## src/rtl/da_fir_pkg.sv

```systemverilog
package da_fir_pkg;
  localparam int IDX_W = 5;
  localparam int GRP_MAX = 4;

  typedef struct packed {
    logic load;
    logic active;
    logic first;
    logic last;
    logic [IDX_W-1:0] bitIdx;
  } strobe_t;
endpackage

```

## src/rtl/da_fir_ctrl.sv

```systemverilog
module da_fir_ctrl
  import da_fir_pkg::*;
#(
  parameter int BITS = 8
) (
  input  logic    clk,
  input  logic    rst_n,
  input  logic    sampleValid,
  output strobe_t strb
);
  logic busy;
  logic [IDX_W-1:0] cnt;
  logic lastBit;
  logic accept;

  assign lastBit = busy && (cnt == IDX_W'(BITS - 1));
  assign accept  = sampleValid && (!busy || lastBit);

  always_ff @(posedge clk) begin
    if (!rst_n) begin
      busy <= 1'b0;
      cnt  <= '0;
    end else if (accept) begin
      busy <= 1'b1;
      cnt  <= '0;
    end else if (lastBit) begin
      busy <= 1'b0;
    end else if (busy) begin
      cnt <= cnt + 1'b1;
    end
  end

  always_comb begin
    strb.load   = accept;
    strb.active = busy;
    strb.first  = busy && (cnt == '0);
    strb.last   = lastBit;
    strb.bitIdx = cnt;
  end


  load_start_chk: assert property (@(posedge clk) disable iff (!rst_n)
    strb.load |=> (strb.active && strb.first));


  word_len_chk: assert property (@(posedge clk) disable iff (!rst_n)
    (strb.active && !strb.last) |=> (strb.active && strb.bitIdx == $past(strb.bitIdx) + 1'b1));


  idle_after_word_chk: assert property (@(posedge clk) disable iff (!rst_n)
    (strb.last && !strb.load) |=> !strb.active);
endmodule

```

## src/rtl/da_fir_table.sv

```systemverilog
module da_fir_table #(
  parameter int N_IN = 4,
  parameter int COEF_W = 8,
  parameter int OUT_W = 16,
  parameter logic [N_IN*COEF_W-1:0] COEFS = '0
) (
  input  logic [N_IN-1:0]         addr,
  output logic signed [OUT_W-1:0] sumOut
);
  localparam int ENTRIES = 2 ** N_IN;

  function automatic logic signed [OUT_W-1:0] entryVal(input int e);
    logic signed [OUT_W-1:0] s;
    s = '0;
    for (int j = 0; j < N_IN; j++) begin
      if (e[j]) s = s + OUT_W'(signed'(COEFS[j*COEF_W +: COEF_W]));
    end
    return s;
  endfunction

  logic signed [OUT_W-1:0] entries [ENTRIES];

  for (genvar e = 0; e < ENTRIES; e++) begin : g_ent
    assign entries[e] = entryVal(e);
  end

  assign sumOut = entries[addr];
endmodule

```

## src/rtl/da_fir_datapath.sv

```systemverilog
module da_fir_datapath
  import da_fir_pkg::*;
#(
  parameter int DATA_W = 8,
  parameter int TAPS = 8,
  parameter int COEF_W = 8,
  parameter bit SYMMETRIC = 1'b0,
  parameter bit PIPE = 1'b0,
  parameter int OUT_W = 21,
  parameter logic [TAPS*COEF_W-1:0] COEFS = '0
) (
  input  logic                    clk,
  input  logic                    rst_n,
  input  logic [DATA_W-1:0]       sampleIn,
  input  strobe_t                 strb,
  output logic signed [OUT_W-1:0] resultOut,
  output logic                    resultValid
);
  localparam int NUM_OP  = SYMMETRIC ? (TAPS + 1) / 2 : TAPS;
  localparam int NUM_GRP = (NUM_OP + GRP_MAX - 1) / GRP_MAX;

  logic [DATA_W-1:0] taps [TAPS];

  always_ff @(posedge clk) begin
    if (!rst_n) begin
      for (int k = 0; k < TAPS; k++) taps[k] <= '0;
    end else if (strb.load) begin
      taps[0] <= sampleIn;
      for (int k = 1; k < TAPS; k++) taps[k] <= taps[k-1];
    end
  end

  function automatic logic bitOf(input logic [DATA_W-1:0] w, input logic [IDX_W-1:0] i);
    logic r;
    r = w[DATA_W-1];
    for (int b = 0; b < DATA_W; b++) begin
      if (int'(i) == b) r = w[b];
    end
    return r;
  endfunction

  logic [NUM_OP-1:0] opBits;

  for (genvar j = 0; j < NUM_OP; j++) begin : g_op
    if (SYMMETRIC) begin : g_sym
      logic aBit, bBit, cIn, carryQ;
      assign aBit = bitOf(taps[j], strb.bitIdx);
      if (TAPS - 1 - j != j) begin : g_pair
        assign bBit = bitOf(taps[TAPS-1-j], strb.bitIdx);
      end else begin : g_mid
        assign bBit = 1'b0;
      end
      assign cIn = strb.first ? 1'b0 : carryQ;
      assign opBits[j] = aBit ^ bBit ^ cIn;
      always_ff @(posedge clk) begin
        if (!rst_n) carryQ <= 1'b0;
        else if (strb.active) carryQ <= (aBit & bBit) | (aBit & cIn) | (bBit & cIn);
      end
    end else begin : g_plain
      assign opBits[j] = bitOf(taps[j], strb.bitIdx);
    end
  end

  logic signed [OUT_W-1:0] grpSum [NUM_GRP];

  for (genvar g = 0; g < NUM_GRP; g++) begin : g_grp
    localparam int BASE = g * GRP_MAX;
    localparam int N = (NUM_OP - BASE > GRP_MAX) ? GRP_MAX : NUM_OP - BASE;
    da_fir_table #(
      .N_IN  (N),
      .COEF_W(COEF_W),
      .OUT_W (OUT_W),
      .COEFS (COEFS[BASE*COEF_W +: N*COEF_W])
    ) u_tbl (
      .addr  (opBits[BASE +: N]),
      .sumOut(grpSum[g])
    );
  end

  logic signed [OUT_W-1:0] treeSum;
  always_comb begin
    treeSum = '0;
    for (int g = 0; g < NUM_GRP; g++) treeSum = treeSum + grpSum[g];
  end

  logic signed [OUT_W-1:0] accIn;
  strobe_t accStrb;

  if (PIPE) begin : g_pipe
    always_ff @(posedge clk) begin
      if (!rst_n) begin
        accIn   <= '0;
        accStrb <= '0;
      end else begin
        accIn   <= treeSum;
        accStrb <= strb;
      end
    end
  end else begin : g_nopipe
    assign accIn   = treeSum;
    assign accStrb = strb;
  end

  logic signed [OUT_W-1:0] acc, weighted, accNext;
  assign weighted = accIn <<< accStrb.bitIdx;
  assign accNext  = (accStrb.first ? '0 : acc) + (accStrb.last ? -weighted : weighted);

  always_ff @(posedge clk) begin
    if (!rst_n) begin
      acc         <= '0;
      resultOut   <= '0;
      resultValid <= 1'b0;
    end else begin
      resultValid <= accStrb.active && accStrb.last;
      if (accStrb.active) acc <= accNext;
      if (accStrb.active && accStrb.last) resultOut <= accNext;
    end
  end


  result_pulse_chk: assert property (@(posedge clk) disable iff (!rst_n)
    resultValid |=> !resultValid);


  result_src_chk: assert property (@(posedge clk) disable iff (!rst_n)
    $rose(resultValid) |-> $past(accStrb.last));


  result_hold_chk: assert property (@(posedge clk) disable iff (!rst_n)
    !resultValid |-> $stable(resultOut));
endmodule

```

## src/rtl/da_fir.sv

```systemverilog
module da_fir
  import da_fir_pkg::*;
#(
  parameter int DATA_W = 8,
  parameter int TAPS = 8,
  parameter int COEF_W = 8,
  parameter bit SYMMETRIC = 1'b0,
  parameter bit PIPE = 1'b0,
  parameter logic [TAPS*COEF_W-1:0] COEFS =
    {8'hF0, 8'h22, 8'h7F, 8'h80, 8'h09, 8'hC3, 8'h11, 8'h05},
  localparam int OUT_W = COEF_W + DATA_W + int'(SYMMETRIC) + $clog2(TAPS) + 1
) (
  input  logic                    clk,
  input  logic                    rst_n,
  input  logic [DATA_W-1:0]       sampleIn,
  input  logic                    sampleValid,
  output logic signed [OUT_W-1:0] resultOut,
  output logic                    resultValid
);
  localparam int BITS = DATA_W + int'(SYMMETRIC);

  strobe_t strb;

  da_fir_ctrl #(.BITS(BITS)) u_ctrl (
    .clk        (clk),
    .rst_n      (rst_n),
    .sampleValid(sampleValid),
    .strb       (strb)
  );

  da_fir_datapath #(
    .DATA_W   (DATA_W),
    .TAPS     (TAPS),
    .COEF_W   (COEF_W),
    .SYMMETRIC(SYMMETRIC),
    .PIPE     (PIPE),
    .OUT_W    (OUT_W),
    .COEFS    (COEFS)
  ) u_dp (
    .clk        (clk),
    .rst_n      (rst_n),
    .sampleIn   (sampleIn),
    .strb       (strb),
    .resultOut  (resultOut),
    .resultValid(resultValid)
  );
endmodule

```

## config.mk

```make
export PLATFORM = sky130hd
export DESIGN_NAME = da_fir
export DESIGN_NICKNAME = d
export VERILOG_FILES = /design/src/rtl/da_fir_pkg.sv /design/src/rtl/da_fir_ctrl.sv /design/src/rtl/da_fir_table.sv /design/src/rtl/da_fir_datapath.sv /design/src/rtl/da_fir.sv
export SDC_FILE = /design/constraint.sdc
export NUM_CORES = 1
export LEC_CHECK = 0
export ABC_AREA = 1
export BUFFER_PORTS_ARGS = -buffer_cell sky130_fd_sc_hd__buf_2
export CORE_ASPECT_RATIO = 1.1
export CORE_MARGIN = 10
export CORE_UTILIZATION = 50
export DETAILED_ROUTE_END_ITERATION = 7
export GPL_ROUTABILITY_DRIVEN = 0
export GPL_TIMING_DRIVEN = 0
export PLACE_DENSITY = 0.67
export SLEW_MARGIN = 20
export SYNTH_ARGS = -nofsm -noshare
export SYNTH_HDL_FRONTEND = slang
export SYNTH_SLANG_ARGS = --single-unit
```

## constraint.sdc

```tcl
create_clock -name clk -period 8.51 [get_ports clk]
set_input_delay 2.1275 -clock clk [delete_from_list [all_inputs] [get_ports clk]]
set_output_delay 2.1275 -clock clk [all_outputs]
set_load 0.03 [all_outputs]
```

==> summary.md, run 1 <==
| Metric | Value |
|---|---|
| Die X | 141.4 um |
| Overall Power | 2.170 mW |
| Core Area | ~0.016 mm2 |
| Largest net degree at the start of global routing | 50 |
| Gate family responsible for the most delay along the worst path | compound AO/OA/AOI/OAI gates |
| Run status | complete, no violations |
| Layout overhead on the synthesized area | 9.907% |
| Cell at the root of the clock tree | clkbuf_16 |
| Die height | 153.6 um |
| Seq. cell area | 0.002864 mm2 |
| Flip-flop and latch count after synthesis | 111 |
| Most area-hungry cell type in the Yosys netlist | edfxtp_1 |
| Worst path required time | roughly 9 ns |
| Startpoint class of the critical path | flop |
| Endpoints failing hold | 0 |
| Worst EP arrival | just over 8 ns |
| Area of the mapped netlist | 0.008108 mm2 |
| CP dominant cell by count | nand2_1 |
| Max-cap violations | 0 |
| Number of distinct library cell variants in the gate-level netlist after synthesis | 47 |
| Die Area | 0.02172 mm2 |
| Routed Antenna Nets | 0 |
| Vias in the first global route | 7,206 |
| Fraction of the yosys area taken by sequential cells | 35.31% |
| Cell Count Post-Placement | 1,390 |
| IR Drop Worst-Case VDD | 0.0001635 V |
| Number of H-tree levels | 3 |
| TritonCTS clock tree | yes |
| Detailed placement HPWL | 15,700 um |
| Starting Density | roughly half |
| Number of buffers created by CTS | 9 |
| Portion of the clock cycle consumed by the worst path in the final layout | 92.44% |
| Boundary pin count | 32 |
| Most used flip-flop cell after synthesis | edfxtp_1 |
| FP Rows | between 40 and 50 |
| Layout cell share with drive strength beyond 1 | 10.41% |
| Cell with the largest stage delay on the worst path | fa_1 |
| Share of the core filled with cells in the final layout | between 50% and 60% |
| Via-to-Cell Ratio | 5.236 |
| 1st-iter DRT viols | around 600 |
| Timing-limited maximum frequency | 0.1271 GHz |
| Non-filler cells, final | approximately 1,400 |
| Number of enable flip-flop cells after synthesis | between 60 and 70 |
| Filler Cells Inserted | around 1,600 |
| Highest fanout seen on the critical path | 11 |
| Crit path capture type | flop |
| DR WL/cell | roughly 14 um |
| Leakage | 4.616 nW |
| Power density cells | 243.5 mW/mm2 |
| Area contributors post-synth | edfxtp_1, dfxtp_1, nand2_1 |
| Number of clock sinks seen by CTS | between 100 and 150 |
| Final max-slew violation count | 0 |
| Fin crit period | 7.867 ns |
| Via total after detailed routing | 7,383 |
| First-pass GRT wire length | 33,920 um |
| All-Layer GR Usage | between 10% and 20% |
| Worst hold path class | flop to flop |
| DRC violation count after routing | 0 |
| Syn_area_per_cell | around 7.0 um2 |
| Number of buffers added on ports | 30 |
| Clock transition at the registers of the reported paths | 0.08 ns |
| Number of setup violations in the final report | 0 |
| Detailed-router iteration count before antenna repair | 5 |
| Clock latency on the worst-skew pair | 0.36 ns |
| Number of antenna violations at the first check in global routing | 0 |
| Number of nets in the finished design | 1,263 |
| Max Root-Sink Buffers | 2 |
| Area share of the leading cell type in the synthesized netlist | 23.70% |
| Synth Net Count | 1,217 |
| Residual overflow from global routing | 0 |
| Post-synthesis instance total | 1,159 |
| Actual transition at the worst max-transition pin | 0.6211 ns |
| Critical setup path kind | flop to flop |
| Worst path bufs/invs | 8 |
| Total wirelength of the detailed-routed design | 19,920 um |
| Worst setup skew after layout | 0.009270 ns |
| Maximum single-stage delay on the critical path | 0.47 ns |
| Asr flop ratio synth | 0% |
| Area taken by multi-input logic gates | 0.004309 mm2 |
| Number of antenna diodes | 0 |
| Worst slew margin relative to its limit | 58.59% |
| Warnings, synthesis | 0 |
synthesized netlist by cell type (2+ instances only):
cell type	number
nor3_1	4
or2_2	4
a21oi_1	46
nor4_1	3
a21o_1	4
o211ai_1	19
buf_4	3
xnor2_1	8
nand2_1	246
o21bai_1	12
dfxtp_1	47
nand2_2	13
a22oi_1	2
nor2_1	125
nor2_2	6
a31oi_1	8
nand3_2	7
fa_1	3
o31ai_1	2
nand4_1	8
a211oi_1	2
o21a_1	4
o21ai_0	85
clkinv_1	4
nand3b_1	6
inv_2	9
o21ai_1	10
o21ai_2	2
edfxtp_1	64
xor2_1	21
inv_1	200
nand3_1	93
ha_1	44
clkbuf_1	21
buf_2	12
registers in the layout, indices dropped and copies added (netlist names):
register and flops:
u_dp.taps 64, u_dp.acc 20, u_dp.resultOut 20, u_ctrl.cnt 5, u_ctrl.busy 1, u_dp.resultValid 1
layout make-up:
cell class / count / share of cell area [%]
Clock buffer: 9 / 2.527
Clock inverter: 7 / 0.7301
Sequential cell: 111 / 32.14
Tap cell: 200 / 2.808
Timing Repair Buffer: 35 / 2.331
Inverter: 214 / 9.070
Multi-Input combinational cell: 796 / 48.36
Buffer: 38 / 2.036
worst min-delay path, stage by stage (launching register included):
cell	delay, ns
dfxtp_1	0.31
nor2_1	0.08
a211oi_1	0.05
where the power goes:
group,switching [mW],internal (mW),total (mW)
clock,0.210,0.205,0.415
sequential,0.0194,0.611,0.630
combinational,0.750,0.375,1.12
what timing repair did:
action / 4_1_cts / 5_1_grt
hold buffers: 0 / 0
endpoints found under the setup margin: 0 / 16
setup buffers: 0 / 4
resized for setup: 0 / 18
per-stage QoR:
step	worst slack (ns)	hold WS (ns)	cell area [um2]	TNS, ns
after floorplan	1.571	0.4495	8108	0
after global placement	0.3383	0.4635	8508	0
after detailed placement	0.2565	0.4674	8543	0
after CTS	0.2397	0.4831	8833	0
after global routing	-0.01100	0.5187	8911	-0.01100
final	0.6434	0.4842	8911	0
final timing paths:
kind                                      to  cells past startpoint  slack, ns           from
worst max-delay path            u_dp.acc[12]                     46       0.64  u_ctrl.cnt[1]
worst min-delay path             u_dp.acc[0]                      2       0.48    u_dp.acc[0]
worst max register to register  u_dp.acc[12]                     46       0.64  u_ctrl.cnt[1]
worst min register to register   u_dp.acc[0]                      2       0.48    u_dp.acc[0]
logic make-up (layout without fill, tap and decap cells):
group / Yosys count / in the layout / synth area share, %
flops: 111 / 111 / 35.31
buf+inv: 252 / 303 / 12.10
xor+xnor: 29 / 29 / 3.133
simple gates: 521 / 521 / 27.89
fa+ha+maj: 47 / 47 / 7.531
compound gates: 199 / 199 / 14.04
placed cells by master (no fill, tap or decap), drive strengths merged, types with 8 or more instances in the layout:
cell type	n
nor2	132
o21bai	12
a21oi	46
nand2	259
inv	213
ha	44
xor2	21
buf	51
nand4	9
clkbuf	31
nand3	100
o21ai	97
xnor2	8
edfxtp	64
o211ai	19
dfxtp	47
a31oi	8
per-layer routing:
metal / part of all wire (%) / track usage, % / routed length, um
met5: 0 / 0 / 0
met4: 2.9 / 6.527 / 581
met3: 3.4 / 3.081 / 685
met2: 51 / 33.78 / 10180
met1: 43 / 21.50 / 8474
Power figures use the tool's default switching activity.
==> inputs of run 2 (changes only) <==
Settings changed: PLACE_DENSITY 0.67 to 0.69.
Clock period 8.51 ns to 6.75 ns, I/O delays scaled along.
==> run 2 against run 1 <==
  * The run now ends with setup timing left
  * Worst setup slack got worse by 0.73 ns
  * Via count rose by 7.2%
  * Clock power rose by 43%
  * Maximum frequency rose by 15%
  * Register-to-register slack got worse by 0.73 ns
  * First-iteration DRC count fell by 4.5%
  * Core utilization rose by 8.7 points
  * Die area did not move
  * Cell area rose by 15%
  * Critical endpoint is now u_dp.resultOut[19]
  * Largest power group unchanged
==> summary.md, run 2 (synthesis gave the netlist of run 1 again) <==
| Metric | Value |
|---|---|
| Run status | finished, violations left |
| Failing checks | setup timing |
| Detailed placement HPWL | 15,550 um |
| Most flop-heavy register | u_dp.taps |
| Worst setup skew after layout | roughly 0.014 ns |
| Total wirelength of the detailed-routed design | 22,800 um |
| Most frequent standard cell in the layout excluding fill and tap cells | nand2_1 |
| Number of antenna violations at the first check in global routing | 0 |
| Min-Delay Endpoint | u_dp.acc[0] |
| Clock transition at the registers of the reported paths | 0.08 ns |
| Maximum single-stage delay on the critical path | 0.57 ns |
| Worst hold path class | flop to flop |
| Hold Path Depth | 2 |
| Number of clock sinks seen by CTS | 111 |
| Worst slew margin relative to its limit | 56.25% |
| Endpoints failing hold | 0 |
| Starting Density | 51.33% |
| Number of buffers created by CTS | 9 |
| Cell at the root of the clock tree | clkbuf_16 |
| Worst reg-to-reg setup slack | -0.09 ns |
| HP Start | u_dp.acc[0] |
| Portion of the clock cycle consumed by the worst path in the final layout | 101.3% |
| Reg2reg end | u_dp.resultOut[19] |
| Clock network power share | 17.5% |
| Number of setup violations in the final report | 4 |
| Detailed-routing wirelength on met1 | 9136 um |
| Residual overflow from global routing | 0 |
| All-Layer GR Usage | 20.18% |
| Non-filler cells, final | 1,477 |
| Critical setup path kind | flop to flop |
| Startpoint class of the critical path | flop |
| DRC violation count after routing | 0 |
| Switching share of total power | ~44% |
| Largest net degree at the start of global routing | between 50 and 60 |
| Length of routed met2 wiring | 11,970 um |
| Number of nets in the finished design | 1,330 |
| Start of the worst register-to-register path | u_ctrl.cnt[0] |
| Die Area | 0.02172 mm2 |
| Share of the core filled with cells in the final layout | 65.07% |
| Cell Count Post-Placement | ~1,400 |
| Fin crit period | 6.841 ns |
| Via total after detailed routing | 7,914 |
| Layout cell share with drive strength beyond 1 | 25.69% |
| Die height | 153.6 um |
| Via-to-Cell Ratio | around 5.4 |
| Share of total power in combinational logic | 59.1% |
| IR Drop Worst-Case VDD | 0.0002178 V |
| Vias in the first global route | 7,808 |
| Portion of total power attributed to sequential cells | a little under a quarter |
| CP dominant cell by count | nand2_1 |
| 1st-iter DRT viols | 567 |
| Leakage | 5.114 nW |
| Routed Antenna Nets | 0 |
| TritonCTS clock tree | yes |
| Least setup slack across all paths after layout | -0.09073 ns |
| Setup TNS | -0.1804 ns |
| RSZ-0062 raised after global routing | yes |
| Cell count of the worst reg-to-reg path | 50 |
| Worst EP arrival | around 7 ns |
| Number of H-tree levels | 3 |
| Max-cap violations | 0 |
| Top metal layer carrying routed signals | met4 |
| Number of antenna diodes | 0 |
| Highest fanout seen on the critical path | 6 |
| Layout overhead on the synthesized area | 26.77% |
| Timing-limited maximum frequency | 0.1462 GHz |
| Top Registers | u_dp.taps: 64 flops, u_dp.acc: 20 flops, u_dp.resultOut: 20 flops |
| Boundary pin count | 32 |
| Max Root-Sink Buffers | 2 |
| Filler Cells Inserted | 1,347 |
| Clock latency on the worst-skew pair | 0.36 ns |
| Routed wire length on met3 | 861 um |
| Actual transition at the worst max-transition pin | 0.6563 ns |
| Final max-slew violation count | 0 |
| Max reg flops | 64 |
| Most used cells in the layout excluding fill and tap cells | nand2_1, inv_1, nor2_1, buf_4, nand3_1 |
| Power density cells | 330.8 mW/mm2 |
| DR WL/cell | 15.44 um |
| Worst path required time | between 7 and 8 ns |
| Internal power summed over all cells | 1.889 mW |
| Detailed-router iteration count before antenna repair | 6 |
| FP Rows | 48 |
| Cell with the largest stage delay on the worst path | fa_2 |
| Net switching power | 1.511 mW |
| Core Area | 0.01580 mm2 |
| Number of buffers added on ports | 30 |
| Die X | ~140 um |
| Crit path capture type | flop |
| First-pass GRT wire length | 36,640 um |
run 2: final cells by class:
cell class / count / area (um2) / share of cell area, %
plain buffers: 36 / 177.7 / 1.729
inverters: 214 / 839.6 / 8.168
repair buffers: 104 / 733.2 / 7.133
clock buffers: 9 / 225.2 / 2.191
flip-flops and latches: 111 / 2865 / 27.88
well taps: 200 / 250.2 / 2.435
clock inverters: 7 / 100.1 / 0.9738
multi-input cells: 796 / 5087 / 49.49
run 2: power by group through the flow:
stage	sequential [mW]	clock (mW)	combinational [mW]
global route	0.803	0.625	2.20
global placement	0.811	0	1.37
CTS	0.795	0.603	1.76
detailed placement	0.810	0	1.38
floorplan	0.804	0	1.07
finish	0.797	0.595	2.01
run 2: what timing repair did:
item | 4_1_cts | 5_1_grt
pin swaps | 63 | 63
endpoints found under the setup margin | 28 | 28
buffers inserted | 53 | 20
hold buffers | 0 | 0
gates resized for setup | 125 | 98
run 2: worst max-delay path by stage:
stage,cells past startpoint,endpoint,slack (ns),from
finish,50,u_dp.resultOut[19],-0.09,u_ctrl.cnt[0]
global route,49,u_dp.resultOut[19],-0.47,u_ctrl.cnt[0]
CTS,55,u_dp.resultOut[19],-0.21,u_ctrl.cnt[1]
detailed placement,52,u_dp.resultOut[17],-1.28,u_ctrl.cnt[1]
global placement,52,u_dp.resultOut[17],-1.18,u_ctrl.cnt[1]
floorplan,53,u_dp.acc[17],0.01,u_ctrl.cnt[1]
run 2: worst max-delay path, delay by kind of cell, from the launching register on:
kind	cells	cell delay, ns
simple gates	23	2.24
fa+ha+maj	6	1.65
buf+inv	7	0.52
flops	1	0.33
compound gates	13	1.83
xor+xnor	1	0.16
run 2: stage by stage:
stage / hold WS, ns / setup WS [ns] / power, mW / area (um2)
2_1_floorplan: 0.4495 / 0.01217 / 1.875 / 8119
3_3_place_gp: 0.4628 / -1.180 / 2.182 / 8519
3_5_place_dp: 0.4686 / -1.282 / 2.193 / 8554
4_1_cts: 0.4869 / -0.2132 / 3.155 / 9794
5_1_grt: 0.5219 / -0.4749 / 3.627 / 10280
6_report: 0.4889 / -0.09073 / 3.400 / 10280
run 2: per-layer routing:
metal,global-route usage (%),up-vias
li1,-,3950
met2,36.98,223
met4,8.475,0
met1,22.10,3679
met3,3.728,62
met5,0,-
